`config.mk`:
```
export PLATFORM = sky130hd
export DESIGN_NAME = piu_port_irq
export DESIGN_NICKNAME = d
export VERILOG_FILES = /design/src/rtl/piu_pkg.sv /design/src/rtl/piu_sync.sv /design/src/rtl/piu_edge_detect.sv /design/src/rtl/piu_status.sv /design/src/rtl/piu_port_irq.sv
export SDC_FILE = /design/constraint.sdc
export NUM_CORES = 1
export LEC_CHECK = 0
export CAP_MARGIN = 20
export CORE_ASPECT_RATIO = 0.8
export CORE_UTILIZATION = 52
export DETAILED_ROUTE_END_ITERATION = 7
export GPL_TIMING_DRIVEN = 0
export PLACE_DENSITY = 0.85
export SETUP_SLACK_MARGIN = 0.15
export SYNTH_ARGS = -nofsm -noshare
export SYNTH_HDL_FRONTEND = slang
export SYNTH_SLANG_ARGS = --single-unit
```
`constraint.sdc`:
```
create_clock -name clk -period 1.4 [get_ports clk]
set_input_delay 0.28 -clock clk [delete_from_list [all_inputs] [get_ports clk]]
set_output_delay 0.28 -clock clk [all_outputs]
set_load 0.03 [all_outputs]
```
`src/rtl/piu_pkg.sv`:
```
package piu_pkg;

   typedef enum logic [1:0] {
      EDGE_OFF  = 2'b00,
      EDGE_RISE = 2'b01,
      EDGE_FALL = 2'b10,
      EDGE_BOTH = 2'b11
   } edge_mode_e;

   localparam int MODE_BITS = 2;

   localparam logic REG_MODE = 1'b0;
   localparam logic REG_STAT = 1'b1;

endpackage

```
`src/rtl/piu_sync.sv`:
```
module piu_sync #(
   parameter int WIDTH  = 8,
   parameter int STAGES = 2
) (
   input  logic             clk,
   input  logic             rst_n,
   input  logic [WIDTH-1:0] async_in,
   output logic [WIDTH-1:0] sync_out
);

   if (STAGES < 2) begin : g_bad_stages
      $error("piu_sync: STAGES must be at least 2");
   end

   logic [WIDTH-1:0] stage_q [STAGES];

   for (genvar s = 0; s < STAGES; s++) begin : g_stage
      if (s == 0) begin : g_first
         always_ff @(posedge clk or negedge rst_n) begin
            if (!rst_n) stage_q[s] <= '0;
            else        stage_q[s] <= async_in;
         end
      end else begin : g_next
         always_ff @(posedge clk or negedge rst_n) begin
            if (!rst_n) stage_q[s] <= '0;
            else        stage_q[s] <= stage_q[s-1];
         end
      end
   end

   assign sync_out = stage_q[STAGES-1];

endmodule

```
`src/rtl/piu_edge_detect.sv`:
```
module piu_edge_detect
   import piu_pkg::*;
#(
   parameter int NUM_PINS = 8,
   localparam int MODE_W  = MODE_BITS * NUM_PINS
) (
   input  logic                clk,
   input  logic                rst_n,
   input  logic [NUM_PINS-1:0] level,
   input  logic [MODE_W-1:0]   mode,
   output logic [NUM_PINS-1:0] hit
);

   logic [NUM_PINS-1:0] prev_q;

   always_ff @(posedge clk or negedge rst_n) begin
      if (!rst_n) prev_q <= '0;
      else        prev_q <= level;
   end

   for (genvar i = 0; i < NUM_PINS; i++) begin : g_pin
      edge_mode_e pin_mode;
      logic       rose;
      logic       fell;

      assign pin_mode = edge_mode_e'(mode[MODE_BITS*i +: MODE_BITS]);
      assign rose     = level[i] & ~prev_q[i];
      assign fell     = ~level[i] & prev_q[i];

      always_comb begin
         unique case (pin_mode)
            EDGE_RISE: hit[i] = rose;
            EDGE_FALL: hit[i] = fell;
            EDGE_BOTH: hit[i] = rose | fell;
            default:   hit[i] = 1'b0;
         endcase
      end
   end

endmodule

```
`src/rtl/piu_status.sv`:
```
module piu_status #(
   parameter int NUM_PINS = 8
) (
   input  logic                clk,
   input  logic                rst_n,
   input  logic [NUM_PINS-1:0] hit,
   input  logic                clear,
   output logic [NUM_PINS-1:0] status_q
);

   logic [NUM_PINS-1:0] kept;

   assign kept = clear ? '0 : status_q;

   always_ff @(posedge clk or negedge rst_n) begin
      if (!rst_n) status_q <= '0;
      else        status_q <= kept | hit;
   end

endmodule

```
`src/rtl/piu_port_irq.sv`:
```
module piu_port_irq
   import piu_pkg::*;
#(
   parameter int NUM_PINS    = 8,
   parameter int SYNC_STAGES = 2,
   localparam int DATA_W     = MODE_BITS * NUM_PINS
) (
   input  logic                clk,
   input  logic                rst_n,
   input  logic [NUM_PINS-1:0] pin_in,
   input  logic                cfg_we,
   input  logic                rd_en,
   input  logic                addr,
   input  logic [DATA_W-1:0]   wdata,
   output logic [DATA_W-1:0]   rdata,
   output logic                rvalid,
   output logic                irq
);

   if (NUM_PINS < 1 || NUM_PINS > 16) begin : g_bad_pins
      $error("piu_port_irq: NUM_PINS must lie in 1..16");
   end
   if (SYNC_STAGES < 2) begin : g_bad_sync
      $error("piu_port_irq: SYNC_STAGES must be at least 2");
   end

   logic [NUM_PINS-1:0] pin_sync;
   logic [NUM_PINS-1:0] hit_w;
   logic [NUM_PINS-1:0] status_q;
   logic [DATA_W-1:0]   mode_q;
   logic                stat_read;

   assign stat_read = rd_en && (addr == REG_STAT);

   piu_sync #(.WIDTH(NUM_PINS), .STAGES(SYNC_STAGES)) u_sync (
      .clk      (clk),
      .rst_n    (rst_n),
      .async_in (pin_in),
      .sync_out (pin_sync)
   );

   piu_edge_detect #(.NUM_PINS(NUM_PINS)) u_edge (
      .clk   (clk),
      .rst_n (rst_n),
      .level (pin_sync),
      .mode  (mode_q),
      .hit   (hit_w)
   );

   piu_status #(.NUM_PINS(NUM_PINS)) u_status (
      .clk      (clk),
      .rst_n    (rst_n),
      .hit      (hit_w),
      .clear    (stat_read),
      .status_q (status_q)
   );

   always_ff @(posedge clk or negedge rst_n) begin
      if (!rst_n)                             mode_q <= '0;
      else if (cfg_we && addr == REG_MODE)    mode_q <= wdata;
   end

   always_ff @(posedge clk or negedge rst_n) begin
      if (!rst_n) begin
         rvalid <= 1'b0;
         rdata  <= '0;
      end else begin
         rvalid <= rd_en;
         if (rd_en) rdata <= (addr == REG_STAT) ? DATA_W'(status_q) : mode_q;
      end
   end

   assign irq = |status_q;

endmodule

```
==> flow_metrics.env, run 1 <==
export IMPL_status="finished with violations"
export IMPL_violations="negative hold slack, negative setup slack"
export IMPL_cp_end_kind="output port"
export IMPL_synth_top_area_share_pct=60.0
export IMPL_p_leak_nw=1.70
export IMPL_grtUsageTotal_pct=22.3
export IMPL_path_delay_family="simple AND/OR/NAND/NOR gates"
export IMPL_finalWorstPathRequiredPeriod_ns=1.65
export IMPL_synth_mux_area_share_pct=13.2
export IMPL_cts_tree="done"
export IMPL_route_met2_wl_um=2620
export IMPL_wl_met3_um=399
export IMPL_top_layer_used="met4"
export IMPL_die_w_um=82.8
export IMPL_clockRootBuffer="clkbuf_8"
export IMPL_setup_violations_final=1
export IMPL_drtAntennaViolNets=0
export IMPL_startpoint_type="flip-flop"
export IMPL_p_per_area_nw_per_um2=1300
export IMPL_vias_per_cell=5.31
export IMPL_path_clk_slew_ns=0.06
export IMPL_fp_row_count=23
export IMPL_dieArea_sq_um=5510
export IMPL_synth_fa_ha_area_share_pct=7.38
export IMPL_fp_coreArea_sq_um=5010
export IMPL_syn_area_sq_um=2710
export IMPL_cts_htree_levels=3
export IMPL_timing_rr_end="u_status.status_q[4]$_DFF_PN0_"
export IMPL_finalMaxSlewViolations=0
export IMPL_pin_count=47
export IMPL_synth_compound_area_share_pct=6.27
export IMPL_critical_path_class="flip-flop to output port"
export IMPL_worst_r2r_startpoint="u_sync.sync_out[4]$_DFF_PN0_"
export IMPL_max_freq_mhz=606
export IMPL_n_antenna_cell=0
export IMPL_crit_fanout=2
export IMPL_synth_top_family_by_area="multiplexers"
export IMPL_netlist_instances=213
export IMPL_yosys_area_share_simple_pct=6.87
export IMPL_grt_max_degree=36
export IMPL_path_cells="nor4_1, nand2_1, buf_6"
export IMPL_postLayoutCellArea_sq_um=3510
export IMPL_rsz0062_at_grt="yes"
export IMPL_max_slew_margin_pct=52.8
export IMPL_first_global_vias=1784
export IMPL_finalClockSkew_ns=0.00869
export IMPL_start_util_pct=54.2
export IMPL_crit_buf_inv=1
export IMPL_grt_pass1_wl_um=8560
export IMPL_synth_xor_area_share_pct=0
export IMPL_fillers=362
export IMPL_reg2reg_slack_ns=0.13
export IMPL_final_common_cell="dfrtp_1"
export IMPL_wire_per_inst_um=15.9
export IMPL_numClockSinks=65
export IMPL_io_buffers=45
export IMPL_reg2reg_depth=4
export IMPL_yosys_top_cells_area="dfrtp_1 (60%), ha_1 (7.4%), mux2_4 (5.5%)"
export IMPL_drt_wl_total_um=5490
export IMPL_hold_slack_ns=-0.00890
export IMPL_cp_data_arrival_time_ns=1.37
export IMPL_drc=0
export IMPL_fin_crit_sh_pct=118
export IMPL_ys_types=18
export IMPL_hold_viol_final=20
export IMPL_cp_num_cells=3
export IMPL_yosysWarnings=0
export IMPL_placed_area_sq_um=3260
export IMPL_slowest_stage="dfrtp_1"
export IMPL_syn_num_nets=258
export IMPL_ys_ff_latch=65
export IMPL_finalNetCount=324
export IMPL_layout_common_cells="dfrtp_1 (65), inv_1 (28), clkdlybuf4s50_1 (24), buf_2 (19), nor2_1 (17)"
export IMPL_yosysSeqAreaShare_pct=60.0
export IMPL_syn_to_final_growth_pct=29.3
export IMPL_dpl_hpwl_um=3490
export IMPL_finalSetupTns_ns=-0.251
export IMPL_max_stage_delay_ns=0.42
export IMPL_place_congestion=0.777
export IMPL_ir_drop_mv=0.875
export IMPL_startpoint="u_status.status_q[6]$_DFF_PN0_"
export IMPL_drtIter0Drc=96
export IMPL_overflow=0
export IMPL_crit_required_ns=1.12
export IMPL_clk_path_buf_depth=2
export IMPL_die_y_um=66.6
export IMPL_finalWorstSetupSlack_ns=-0.251
export IMPL_layout_drive_gt1_share_pct=27.9
export IMPL_vias=1831
export IMPL_m1WireLength_um=2330
export IMPL_cts_buffers=9
export IMPL_hold_path_class="primary input to async pin"
export IMPL_clkLatencyLatePin_ns=0.34
export IMPL_drt_pass1_iter_count=4
export IMPL_yosysTopAreaCell="dfrtp_1"
export IMPL_antenna_found_initial=0
export IMPL_maxCapViolations=0
export IMPL_avgSynthCellArea_sq_um=12.7
export IMPL_tightestPinTransition_ns=0.708
[timing repair]
| item | in CTS | in global routing |
|---|---|---|
| buffers inserted | 5 | 3 |
| cloned | 0 | 1 |
| hold buffers | 0 | 0 |
| gates resized for setup | 96 | 15 |
| pin swaps | 3 | 9 |
| hold endpoints to repair | 0 | 0 |
| endpoints found under the setup margin | 41 | 30 |
[registers in the layout, summed over array words and instances (netlist names)]
signal             cells
u_sync.sync_out        8
u_sync.stage_q         8
rdata                 16
u_status.status_q      8
u_edge.prev_q          8
rvalid                 1
mode_q                16
[worst max path at each step]
stage               slack (ns)                     end
floorplan                 0.21  mode_q[10]$_DFFE_PN0P_
global placement         -1.96   mode_q[0]$_DFFE_PN0P_
detailed placement       -0.27                     irq
CTS                      -0.16                     irq
global route             -0.29                     irq
finish                   -0.25                     irq
[logic make-up (layout without fill, tap and decap cells)]
family | Yosys count | in the layout
AO/OA/AOI/OAI | 26 | 26
adder cells (fa/ha/maj) | 16 | 16
buffers and inverters | 37 | 107
flip-flops | 65 | 65
multiplexers | 30 | 30
AND/OR/NAND/NOR | 39 | 39
[synthesized netlist by cell type (all sizes together)]
master / instances
inv: 30
nand3b: 8
mux2i: 14
clkbuf: 3
dfrtp: 65
a221o: 8
ha: 16
mux2: 16
a21oi: 10
nor2b: 1
nor2: 18
nor4: 2
buf: 4
nand2: 10
o21ai: 8
[where the power goes]
| part | switching [mW] | internal [mW] |
|---|---|---|
| registers | 0.229 | 2.12 |
| clock network | 0.649 | 0.668 |
| logic | 0.452 | 0.449 |
[through the flow]
step / power, mW / cells / utilization, % / worst slack, ns
CTS: 4.54 / 341 / 67.8 / -0.163
floorplan: 2.82 / 213 / - / 0.208
global route: 4.79 / 345 / 70.0 / -0.290
global placement: 3.19 / 320 / 64.7 / -1.96
finish: 4.57 / 345 / 70.0 / -0.251
detailed placement: 3.23 / 321 / 65.0 / -0.265
[layer usage]
metal,GRT usage (%),up-vias
li1,-,840
met1,27.2,910
met2,35.3,66
met3,9.45,15
met4,7.97,0
met5,0,-
[final cells by class]
cell class              count  area (sq um)  share of cell area (%)
well taps                  62          77.6                    2.21
plain buffers               7          62.6                    1.78
repair buffers             55           484                    13.8
multi-input cells         111           982                    28.0
flip-flops and latches     65          1630                    46.4
inverters                  30           113                    3.21
clock buffers              11           141                    4.03
clock inverters             4          20.0                   0.571
Power figures use the tool's default switching activity.
==> run 2, diff against run 1 <==
- CORE_UTILIZATION: 52 -> 40
- PLACE_DENSITY: 0.85 -> 0.69
- SLEW_MARGIN: not set -> 20
==> run 2 against run 1 <==
  * The run ends with negative setup slack left
  * Clock power increased by 14%
  * Global-route usage decreased by 6.1 points
  * Routed wire length decreased by 5.6%
  * Power increased by 3.2%
  * Die area increased by 29%
  * Critical path depth unchanged
  * First-iteration DRC count increased by 2.1%
  * Clock skew about the same
  * Maximum frequency increased by 5.5%
  * Core utilization decreased by 16 points
  * Via count decreased by 3.3%
  * Critical path type unchanged
  * Highest routed layer unchanged
==> flow_metrics.env, run 2 (synthesis gave the netlist of run 1 again) <==
export IMPL_overflow=0
export IMPL_violations="negative setup slack"
export IMPL_fp_row_count=26
export IMPL_dpl_cell_count=343
export IMPL_final_cells=370
export IMPL_ir_drop_mv=0.638
export IMPL_place_congestion=0.711
export IMPL_grt_pass1_wl_um=8310
export IMPL_maxCapViolations=0
export IMPL_path_cells="nor4_2, nand2_1, buf_6"
export IMPL_status="finished with violations"
export IMPL_finalWorstSetupSlack_ns=-0.165
export IMPL_max_freq_mhz=639
export IMPL_path_delay_family="flip-flops"
export IMPL_vias=1771
export IMPL_start_util_pct=41.9
export IMPL_startpoint="u_status.status_q[4]$_DFF_PN0_"
export IMPL_finalNetCount=326
export IMPL_cts_htree_levels=3
export IMPL_antenna_found_initial=0
export IMPL_pin_count=47
export IMPL_max_stage_delay_ns=0.41
export IMPL_final_common_cell="dfrtp_1"
export IMPL_p_leak_nw=1.72
export IMPL_fp_coreArea_sq_um=6470
export IMPL_clkLatencyLatePin_ns=0.34
export IMPL_min_from="rd_en"
export IMPL_grt_max_degree=37
export IMPL_finalWorstPathRequiredPeriod_ns=1.57
export IMPL_wire_per_inst_um=14.0
export IMPL_dpl_hpwl_um=3500
export IMPL_hold_viol_final=0
export IMPL_fillers=562
export IMPL_cp_data_arrival_time_ns=1.29
export IMPL_layout_common_cells="dfrtp_1 (65), inv_1 (30), clkdlybuf4s50_1 (24), nor2_1 (18), buf_2 (17)"
export IMPL_vias_per_cell=4.79
export IMPL_crit_fanout=2
export IMPL_die_y_um=75.7
export IMPL_placed_area_sq_um=3290
export IMPL_fin_crit_sh_pct=112
export IMPL_clk_path_buf_depth=2
export IMPL_setup_violations_final=1
export IMPL_reg2reg_slack_ns=0.22
export IMPL_cp_end_kind="output port"
export IMPL_drtIter0Drc=98
export IMPL_crit_buf_inv=1
export IMPL_dieArea_sq_um=7120
export IMPL_drc=0
export IMPL_postLayoutCellArea_sq_um=3520
export IMPL_slowest_stage="dfrtp_1"
export IMPL_p_per_area_nw_per_um2=1340
export IMPL_syn_to_final_growth_pct=29.6
export IMPL_cts_tree="done"
export IMPL_n_antenna_cell=0
export IMPL_io_buffers=45
export IMPL_max_slew_margin_pct=74.5
export IMPL_drt_pass1_iter_count=4
export IMPL_critical_path_class="flip-flop to output port"
export IMPL_die_w_um=94.1
export IMPL_finalClockSkew_ns=0.00854
export IMPL_rsz0062_at_grt="yes"
export IMPL_numClockSinks=65
export IMPL_crit_required_ns=1.12
export IMPL_finalMaxSlewViolations=0
export IMPL_first_global_vias=1668
export IMPL_cts_buffers=9
export IMPL_worst_r2r_startpoint="u_sync.sync_out[5]$_DFF_PN0_"
export IMPL_layout_drive_gt1_share_pct=24.8
export IMPL_total_power_mw=4.72
export IMPL_tightestPinTransition_ns=0.382
export IMPL_hold_path_class="primary input to flip-flop"
export IMPL_reg_top3="mode_q x16, rdata x16"
export IMPL_startpoint_type="flip-flop"
export IMPL_clockRootBuffer="clkbuf_8"
export IMPL_dp_slack_ns=-0.299
export IMPL_path_clk_slew_ns=0.07
export IMPL_grtUsageTotal_pct=16.3
export IMPL_drtAntennaViolNets=0
export IMPL_drt_wl_total_um=5180
run 2: cell count changes in the layout (fill, tap and decap cells not counted), sizes merged:
cell,delta
buf,+1
dlygate4sd3,+1
clkbuf,-1
bufinv,+1
clkinv,+1
run 2: path summary, 6_finish.rpt:
check | end | cells after the start
worst max register to register | u_status.status_q[5]$_DFF_PN0_ | 4
worst min-delay path | rvalid$_DFF_PN0_ | 1
min in group asynchronous | rdata[14]$_DFFE_PN0P_ | 2
worst min register to register | u_sync.sync_out[6]$_DFF_PN0_ | 0
max in group asynchronous | u_status.status_q[1]$_DFF_PN0_ | 3
worst max-delay path | irq | 3
run 2: power breakdown:
part	switching, mW	internal [mW]
combinational	0.425	0.438
clock	0.701	0.813
sequential	0.218	2.12
run 2: routing by layer:
metal	track usage (%)	wire (um)
met1	21.9	2420
met2	24.1	2280
met3	6.19	431
met4	6.15	50
met5	0	0
run 2: timing repair:
action / CTS / global route
resized for setup: 97 / 5
hold endpoints to repair: 29 / 0
hold buffers: 1 / 0
cloned: 0 / 1
setup endpoints to repair: 32 / 21
pin swaps: 2 / 3
buffers inserted: 2 / 7
run 2: final cells by class:
cell class              instances  area, sq um  share of cell area, %
clock inverters                 6         58.8                   1.67
plain buffers                   7         62.6                   1.78
well taps                      84          105                   2.99
repair buffers                 57          494                   14.1
clock buffers                  10          128                   3.63
inverters                      30          113                   3.20
multi-input cells             111          928                   26.4
flip-flops and latches         65         1630                   46.3
run 2: metrics by stage:
stage | utilization, % | TNS (ns) | hold slack (ns)
2_1_floorplan | - | 0 | -0.0156
3_3_place_gp | 50.5 | -140.51 | 0.332
3_5_place_dp | 50.8 | -8.44 | 0.229
4_1_cts | 52.9 | -0.193 | 0.315
5_1_grt | 54.3 | -0.210 | 0.214
6_report | 54.3 | -0.165 | 0.213
==> run 3, diff against run 2 <==
- RECOVER_POWER: not set -> 100
==> run 3 against run 2 <==
  * The flow still finishes with violations (negative setup slack)
  * Routed wire length down 0.33%
  * Worst hold slack worse by 0.037 ns
  * Combinational power down 5.0%
  * Clock skew up 0.00089 ns
  * Worst setup slack better by 0.0086 ns
  * Flip-flop and latch count unchanged
  * Design area down 2.4%
  * Power down 0.94%
  * Maximum frequency up 0.55%
  * Cell count unchanged
  * Core utilization down 1.3 points
  * Largest power group unchanged
==> flow_metrics.env, run 3 (synthesis gave the netlist of run 1 again) <==
export IMPL_finalSetupTns_ns=-0.157
export IMPL_timing_rr_end="u_status.status_q[5]$_DFF_PN0_"
export IMPL_max_freq_mhz=642
export IMPL_min_path_cells=1
export IMPL_violations="negative setup slack"
export IMPL_critical_path_class="flip-flop to output port"
export IMPL_pin_count=47
export IMPL_dpl_hpwl_um=3500
export IMPL_overflow=0
export IMPL_cts_tree="done"
export IMPL_finalWorstPathRequiredPeriod_ns=1.56
export IMPL_cp_end_kind="output port"
export IMPL_ir_drop_mv=0.633
export IMPL_cts_htree_levels=3
export IMPL_drtIter0Drc=99
export IMPL_finalNetCount=326
export IMPL_worst_r2r_startpoint="u_sync.sync_out[5]$_DFF_PN0_"
export IMPL_wire_per_inst_um=14.0
export IMPL_numClockSinks=65
export IMPL_dpl_cell_count=343
export IMPL_n_antenna_cell=0
export IMPL_grt_max_degree=37
export IMPL_tightestPinTransition_ns=0.723
export IMPL_clockRootBuffer="clkbuf_8"
export IMPL_reg2reg_slack_ns=0.22
export IMPL_reg2reg_depth=4
export IMPL_maxCapViolations=0
export IMPL_clkLatencyLatePin_ns=0.34
export IMPL_finalMaxSlewViolations=0
export IMPL_hold_slack_ns=0.175
export IMPL_crit_fanout=2
export IMPL_layout_common_cells="dfrtp_1 (65), inv_1 (30), nor2_1 (18), buf_2 (17)"
export IMPL_rsz0062_at_grt="yes"
export IMPL_worstHoldEndpoint="rvalid$_DFF_PN0_"
export IMPL_fin_crit_sh_pct=111
export IMPL_setup_violations_final=1
export IMPL_final_common_cell="dfrtp_1"
export IMPL_first_global_vias=1668
export IMPL_cts_buffers=9
export IMPL_fp_coreArea_sq_um=6470
export IMPL_clk_path_buf_depth=2
export IMPL_drt_wl_total_um=5160
export IMPL_regArea_sq_um=1630
export IMPL_startpoint_type="flip-flop"
export IMPL_multi_input_area_sq_um=908
export IMPL_grtUsageTotal_pct=16.3
export IMPL_vias_per_cell=4.73
export IMPL_vias=1750
export IMPL_place_congestion=0.711
export IMPL_layout_drive_gt1_share_pct=22.4
export IMPL_grt_pass1_wl_um=8310
export IMPL_p_leak_nw=1.66
export IMPL_die_w_um=94.1
export IMPL_path_clk_slew_ns=0.07
export IMPL_final_cells=370
export IMPL_total_power_mw=4.67
export IMPL_min_from="rd_en"
export IMPL_status="finished with violations"
export IMPL_fin_util_pct=53.0
export IMPL_hold_viol_final=0
export IMPL_finalClockSkew_ns=0.00943
export IMPL_drc=0
export IMPL_max_slew_margin_pct=51.8
export IMPL_dieArea_sq_um=7120
export IMPL_io_buffers=45
export IMPL_drtAntennaViolNets=0
export IMPL_fillers=579
export IMPL_cp_data_arrival_time_ns=1.28
export IMPL_drt_pass1_iter_count=4
export IMPL_finalWorstSetupSlack_ns=-0.157
export IMPL_die_y_um=75.7
export IMPL_antenna_found_initial=0
export IMPL_hold_path_class="primary input to flip-flop"
export IMPL_fp_row_count=26
export IMPL_syn_to_final_growth_pct=26.5
export IMPL_crit_required_ns=1.12
export IMPL_start_util_pct=41.9
export IMPL_reg_top3="mode_q x16, rdata x16"
export IMPL_p_per_area_nw_per_um2=1360
run 3: timing repair:
item | 4_1_cts | 5_1_grt
hold endpoints to repair | 29 | 0
pin swaps | 2 | 3
endpoints found under the setup margin | 32 | 21
hold buffers | 1 | 0
buffers inserted | 2 | 7
gates cloned | 0 | 1
gates resized for setup | 97 | 5
run 3: how the worst max path moves through the flow:
| stage | startpoint | end | slack [ns] | cells after the start |
|---|---|---|---|---|
| after floorplan | addr | mode_q[10]$_DFFE_PN0P_ | 0.21 | 5 |
| after detailed placement | rd_en | u_status.status_q[4]$_DFF_PN0_ | -0.30 | 3 |
| after CTS | u_status.status_q[4]$_DFF_PN0_ | irq | -0.19 | 3 |
| final | u_status.status_q[4]$_DFF_PN0_ | irq | -0.16 | 3 |
| after global placement | rst_n | mode_q[0]$_DFFE_PN0P_ | -2.04 | 1 |
| after global routing | u_status.status_q[4]$_DFF_PN0_ | irq | -0.21 | 3 |
run 3: layer usage:
metal | GRT usage [%] | wire, um | share of wire, % | up-vias
met5 | 0 | 0 | 0 | -
met4 | 6.15 | 38 | 0.74 | 0
met3 | 6.19 | 408 | 7.9 | 5
met2 | 24.1 | 2340 | 45 | 53
met1 | 21.9 | 2380 | 46 | 847
li1 | - | - | - | 845
run 3: cell type report:
| cell class | count | share of cell area, % |
|---|---|---|
| tap | 84 | 3.06 |
| inverter | 30 | 3.28 |
| clock buffer | 10 | 3.72 |
| buffer | 7 | 0.985 |
| sequential | 65 | 47.4 |
| clock inverter | 6 | 1.71 |
| multi-input combinational | 111 | 26.5 |
| timing repair buffer | 57 | 13.3 |
run 3: per-stage QoR:
step	worst slack (ns)	instance area (sq um)
3_5_place_dp	-0.299	3290
6_report	-0.157	3430
5_1_grt	-0.210	3430
3_3_place_gp	-2.04	3270
4_1_cts	-0.193	3430
2_1_floorplan	0.208	2710
run 3: critical path, stage by stage (launching register included):
cell and delay, ns:
dfrtp_1 0.41, nor4_2 0.26, nand2_1 0.11, buf_6 0.15
run 3: report_power, final:
| part | internal [mW] | total, mW | switching (mW) |
|---|---|---|---|
| combinational | 0.400 | 0.820 | 0.421 |
| clock | 0.813 | 1.52 | 0.703 |
| sequential | 2.12 | 2.34 | 0.214 |
| total | 3.33 | 4.67 | 1.34 |
